$ cat config.mk
export PLATFORM = sky130hd
export DESIGN_NAME = xcvr_bridge
export DESIGN_NICKNAME = d
export VERILOG_FILES = /design/src/rtl/xcvr_bridge_pkg.sv /design/src/rtl/xcvr_strobe_edge.sv /design/src/rtl/xcvr_store.sv /design/src/rtl/xcvr_lane_mux.sv /design/src/rtl/xcvr_port_ctrl.sv /design/src/rtl/xcvr_bridge.sv
export SDC_FILE = /design/constraint.sdc
export NUM_CORES = 1
export LEC_CHECK = 0
export CAP_MARGIN = 20
export CORE_MARGIN = 4
export CORE_UTILIZATION = 40
export DETAILED_ROUTE_END_ITERATION = 7
export GPL_TIMING_DRIVEN = 0
export PLACE_DENSITY = 0.86
export REMOVE_ABC_BUFFERS = 1
export SLEW_MARGIN = 40
export SYNTH_ARGS = -nofsm -noshare
export SYNTH_HDL_FRONTEND = slang
export SYNTH_SLANG_ARGS = --single-unit
$ cat constraint.sdc
create_clock -name clk -period 1.37 [get_ports clk]
set_input_delay 0.2055 -clock clk [delete_from_list [all_inputs] [get_ports clk]]
set_output_delay 0.2055 -clock clk [all_outputs]
set_load 0.005 [all_outputs]
$ cat src/rtl/xcvr_bridge_pkg.sv
package xcvr_bridge_pkg;

  localparam int unsigned DIR_AB  = 0;
  localparam int unsigned DIR_BA  = 1;
  localparam int unsigned NUM_DIR = 2;

  typedef struct packed {
    logic a_oe;
    logic b_oe;
  } oe_pair_t;

  // Only one side may ever be driven; isolation overrides direction.
  function automatic oe_pair_t decode_oe(input logic en_n, input logic dir_b);
    oe_pair_t r;
    r.a_oe = ~en_n & ~dir_b;
    r.b_oe = ~en_n &  dir_b;
    return r;
  endfunction

  function automatic logic pick_bit(input logic sel_stored, input logic live_bit,
                                    input logic stored_bit);
    return sel_stored ? stored_bit : live_bit;
  endfunction

  function automatic logic is_rise(input logic now_v, input logic before_v);
    return now_v & ~before_v;
  endfunction

endpackage

$ cat src/rtl/xcvr_strobe_edge.sv
module xcvr_strobe_edge (
  input  logic clk,
  input  logic strobe,
  output logic rise
);
  import xcvr_bridge_pkg::*;

  // History register is deliberately unreset: it always mirrors the
  // strobe seen at the previous edge, even across a reset.
  logic prev_q;

  always_ff @(posedge clk) begin
    prev_q <= strobe;
  end

  assign rise = is_rise(strobe, prev_q);
endmodule

$ cat src/rtl/xcvr_store.sv
module xcvr_store #(
  parameter int unsigned DATA_W = 8
) (
  input  logic              clk,
  input  logic              rst_n,
  input  logic              load,
  input  logic [DATA_W-1:0] d,
  output logic [DATA_W-1:0] q
);
  always_ff @(posedge clk or negedge rst_n) begin
    if (!rst_n) begin
      q <= '0;
    end else if (load) begin
      q <= d;
    end
  end
endmodule

$ cat src/rtl/xcvr_lane_mux.sv
module xcvr_lane_mux #(
  parameter int unsigned DATA_W = 8
) (
  input  logic              sel_stored,
  input  logic [DATA_W-1:0] live,
  input  logic [DATA_W-1:0] stored,
  output logic [DATA_W-1:0] y
);
  import xcvr_bridge_pkg::*;

  for (genvar i = 0; i < DATA_W; i++) begin : g_lane
    assign y[i] = pick_bit(sel_stored, live[i], stored[i]);
  end
endmodule

$ cat src/rtl/xcvr_port_ctrl.sv
module xcvr_port_ctrl (
  input  logic en_n,
  input  logic dir_b,
  output logic a_oe,
  output logic b_oe
);
  import xcvr_bridge_pkg::*;

  oe_pair_t oe;

  always_comb begin
    oe = decode_oe(en_n, dir_b);
  end

  assign a_oe = oe.a_oe;
  assign b_oe = oe.b_oe;
endmodule

$ cat src/rtl/xcvr_bridge.sv
module xcvr_bridge #(
  parameter int unsigned DATA_W = 8
) (
  input  logic              clk,
  input  logic              rst_n,
  input  logic              en_n,
  input  logic              dir_b,
  input  logic              sel_ab_stored,
  input  logic              sel_ba_stored,
  input  logic              cap_ab,
  input  logic              cap_ba,
  input  logic [DATA_W-1:0] a_in,
  output logic [DATA_W-1:0] a_out,
  output logic              a_oe,
  input  logic [DATA_W-1:0] b_in,
  output logic [DATA_W-1:0] b_out,
  output logic              b_oe
);
  import xcvr_bridge_pkg::*;

  // Per-direction views: index DIR_AB carries A toward B, DIR_BA the reverse.
  logic [DATA_W-1:0] src    [NUM_DIR];
  logic [DATA_W-1:0] stored [NUM_DIR];
  logic [DATA_W-1:0] dst    [NUM_DIR];
  logic              strb   [NUM_DIR];
  logic              rise   [NUM_DIR];
  logic              sel    [NUM_DIR];

  assign src[DIR_AB]  = a_in;
  assign src[DIR_BA]  = b_in;
  assign strb[DIR_AB] = cap_ab;
  assign strb[DIR_BA] = cap_ba;
  assign sel[DIR_AB]  = sel_ab_stored;
  assign sel[DIR_BA]  = sel_ba_stored;

  for (genvar d = 0; d < NUM_DIR; d++) begin : g_dir
    xcvr_strobe_edge u_edge (
      .clk    (clk),
      .strobe (strb[d]),
      .rise   (rise[d])
    );

    xcvr_store #(.DATA_W(DATA_W)) u_store (
      .clk   (clk),
      .rst_n (rst_n),
      .load  (rise[d]),
      .d     (src[d]),
      .q     (stored[d])
    );

    xcvr_lane_mux #(.DATA_W(DATA_W)) u_mux (
      .sel_stored (sel[d]),
      .live       (src[d]),
      .stored     (stored[d]),
      .y          (dst[d])
    );
  end

  xcvr_port_ctrl u_ctrl (
    .en_n  (en_n),
    .dir_b (dir_b),
    .a_oe  (a_oe),
    .b_oe  (b_oe)
  );

  assign b_out = dst[DIR_AB];
  assign a_out = dst[DIR_BA];

  // Named internal events for the bound checker.
  logic [DATA_W-1:0] ab_q;
  logic [DATA_W-1:0] ba_q;
  logic              ab_rise;
  logic              ba_rise;
  assign ab_q    = stored[DIR_AB];
  assign ba_q    = stored[DIR_BA];
  assign ab_rise = rise[DIR_AB];
  assign ba_rise = rise[DIR_BA];
endmodule

==> results of run 1 <==
==> flip-flops by register name (all words and copies together), names as in the netlist <==
| register | count |
|---|---|
| g_dir.u_edge.prev_q | 2 |
| g_dir.u_store.q | 16 |
==> routing by layer <==
layer  wire length, um  part of all wire  track usage  vias to the layer above
li1                  -                 -            -                      299
met1               812              0.45        0.144                      291
met2               790              0.44        0.184                       37
met3               198              0.11       0.0534                        0
met4                 0                 0       0.0407                        0
met5                 0                 0            0                        -
==> layout by cell type (no fill, tap or decap), drive strengths merged <==
cell / synthesis / layout
nor2: 1 / 1
clkbuf: 0 / 17
clkdlybuf4s50: 0 / 21
dfxtp: 2 / 2
nand2b: 1 / 1
buf: 4 / 8
dlygate4sd2: 0 / 2
clkdlybuf4s15: 0 / 2
mux2: 32 / 32
nor2b: 2 / 2
dfrtp: 16 / 16
==> worst paths after layout <==
path	end	start	cells after the start
worst min register to register	g_dir[0].u_store.q[3]	g_dir[0].u_store.q[3]	1
worst max register to register	g_dir[0].u_store.q[0]	g_dir[0].u_edge.prev_q	2
max in group asynchronous	g_dir[1].u_store.q[0]	rst_n	1
worst min-delay path	g_dir[0].u_store.q[0]	rst_n	1
worst max-delay path	a_out[6]	g_dir[1].u_store.q[6]	2
min in group clk	g_dir[0].u_edge.prev_q	cap_ab	1
==> cell families after synthesis <==
group                  count (synthesis)  share of synthesized area
muxes                                 32                      0.452
buffers and inverters                  4                     0.0349
and+or+nand+nor                        4                     0.0403
DFF                                   18                      0.473
==> power breakdown <==
| part | internal (mW) | switching, mW |
|---|---|---|
| Sequential | 0.602 | 0.0372 |
| Clock | 0.102 | 0.143 |
| Combinational | 0.279 | 0.117 |
==> synthesized netlist by cell type (all sizes together) <==
master and number:
buf 4, dfrtp 16, dfxtp 2, mux2 32, nand2b 1, nor2 1, nor2b 2
==> critical path, cell delays in order, from the launching register on <==
cell and delay, ns:
dfrtp_1 0.39, mux2_2 0.27, buf_2 0.13
==> repair_timing <==
item	CTS	global route
setup buffers	3	3
gates resized for setup	44	14
setup endpoints to repair	18	14
hold buffers	0	0
hold endpoints to repair	0	0
==> area by class of cell <==
class / count / area [um^2] / area share
Clock buffer: 3 / 22.5 / 0.0169
Multi-Input combinational cell: 36 / 458 / 0.344
Sequential cell: 18 / 440 / 0.331
Tap cell: 28 / 35.0 / 0.0263
Timing Repair Buffer: 47 / 375 / 0.282
==> metrics by stage <==
step / hold slack [ns] / TNS [ns] / setup WS, ns / power (mW) / cell area (um^2)
after floorplan: -0.0901 / 0 / 0.360 / 0.837 / 898
after global placement: 0.486 / -9.60 / -0.558 / 1.06 / 1340
after detailed placement: 0.488 / -9.83 / -0.566 / 1.07 / 1340
after CTS: 0.355 / -0.00196 / -0.00196 / 1.31 / 1380
after global routing: 0.383 / 0 / 0.0384 / 1.37 / 1330
final: 0.346 / 0 / 0.0966 / 1.28 / 1330
==> summary.txt, run 1 <==
Route
  – Routed Antenna Nets: 0
  – DR iter-0 viols: 8
  – Post-DR wirelength/cell: 13.6 um
  – DR vias/cell: between 4 and 5
  – WL final: roughly 1.8 mm
  – DR pass1 iterations: 2
  – Via count: 627
  – # DRC: 0

Pwr
  – Worst vdd ir: 452 uV
  – Cell Pwr Density: 962 nW/um^2
  – Lkg Pwr: about 0.63 nW

Timing
  – Clock skew: about 0.0037 ns
  – Min cycle time layout: ~1.3 ns
  – Period utilization: 0.929
  – Slew of the pin with the lowest slew margin: a little over 0.7 ns
  – Fin. Hold Viols: 0
  – Setup violators final: 0
  – RSZ-0062 raised after global routing: no
  – Max-slew violations: 0
  – Worst rel slew slack: 0.521
  – Fmax: between 700 and 800 MHz

Placement
  – GP Congestion: between 0.6 and 0.7
  – Placed cells: 123
  – Post-detail-place hpwl: between 1 and 1.5 mm
  – Count of buffers from port buffering: just over 40

Hold path
  – Hold Path Class: in -> async

Synth
  – Yosys reg bits: 18
  – Cell variety after synth: 10
  – Avg Inst Size Synth: 16.0 um^2
  – Synth Warn #: 0
  – Post-synthesis sequential area ratio: 0.473
  – Synth top area share: 0.430
  – Largest area contributor in the synthesized netlist: dfrtp_1
  – Mapped Area: roughly 930 um^2
  – Post-Synthesis Cells: 58
  – Synth area leaders: dfrtp_1 43%, mux2_4 26%, mux2_2 19%, dfxtp_1 4.3%, buf_6 2.4%

Final layout
  – Layout cells sized above 1: 0.587
  – Final Non-Filler Cells: 132
  – Layout area overhead: 43.0%
  – Finished Core Util: 0.602
  – Antenna cell count: 0
  – Fillers: around 180
  – # nets final: 130

Worst setup path
  – Req. time, crit path: 1.16 ns
  – CP Launch Type: flop
  – CP Data Arrival Time: between 1 and 1.5 ns
  – Critical path class: reg -> out
  – CP Capture Type: output pin
  – Crit path max fanout: 2
  – Flop-to-flop setup slack: 0.29 ns

Floorplan
  – Chip height: approximately 56 um
  – CORE AREA: 2210 um^2
  – Num ports: 42
  – Initial core utilization: 0.421
  – Die X: about 56 um
  – Row Count: 17
  – Die ar.: about 3200 um^2

Clock tree
  – Worst-case clock buffer depth: 2
  – Skew-Pair Late Insertion Delay: around 0.28 ns
  – Reg clk slew, reported paths: roughly 0.090 ns
  – CTS Buf Count: 3
  – CTS tree: done
  – Clk root buf: clkbuf_4
  – Clk sinks: 18
  – H-tree depth: 1

Global route
  – GRT Util Overall: 0.118
  – Vias in the first global route: around 680
  – Largest net degree at the start of global routing: 17
  – GRT overflow: 0
  – Initial antenna violation count: 0
  – First-pass GRT wire length: 2.97 mm

Job
  – Max-Cap Viols: 0

Run status
  – Status: finished clean
(Power assumes the default switching activity.)
==> run 2: changes to the inputs <==
--- a/config.mk
+++ b/config.mk
@@ -5,7 +5,6 @@
 export SDC_FILE = /design/constraint.sdc
 export NUM_CORES = 1
 export LEC_CHECK = 0
-export CAP_MARGIN = 20
 export CORE_MARGIN = 4
 export CORE_UTILIZATION = 40
 export DETAILED_ROUTE_END_ITERATION = 7
==> results of run 2 <==
The final DEF is identical to that of run 1; final timing and power are the same.
==> run 3: changes to the inputs <==
--- a/config.mk
+++ b/config.mk
@@ -9,6 +9,7 @@
 export CORE_UTILIZATION = 40
 export DETAILED_ROUTE_END_ITERATION = 7
 export GPL_TIMING_DRIVEN = 0
+export HOLD_SLACK_MARGIN = 0.15
 export PLACE_DENSITY = 0.86
 export REMOVE_ABC_BUFFERS = 1
 export SLEW_MARGIN = 40
==> results of run 3 <==
The final DEF is identical to that of run 1; final timing and power are the same.
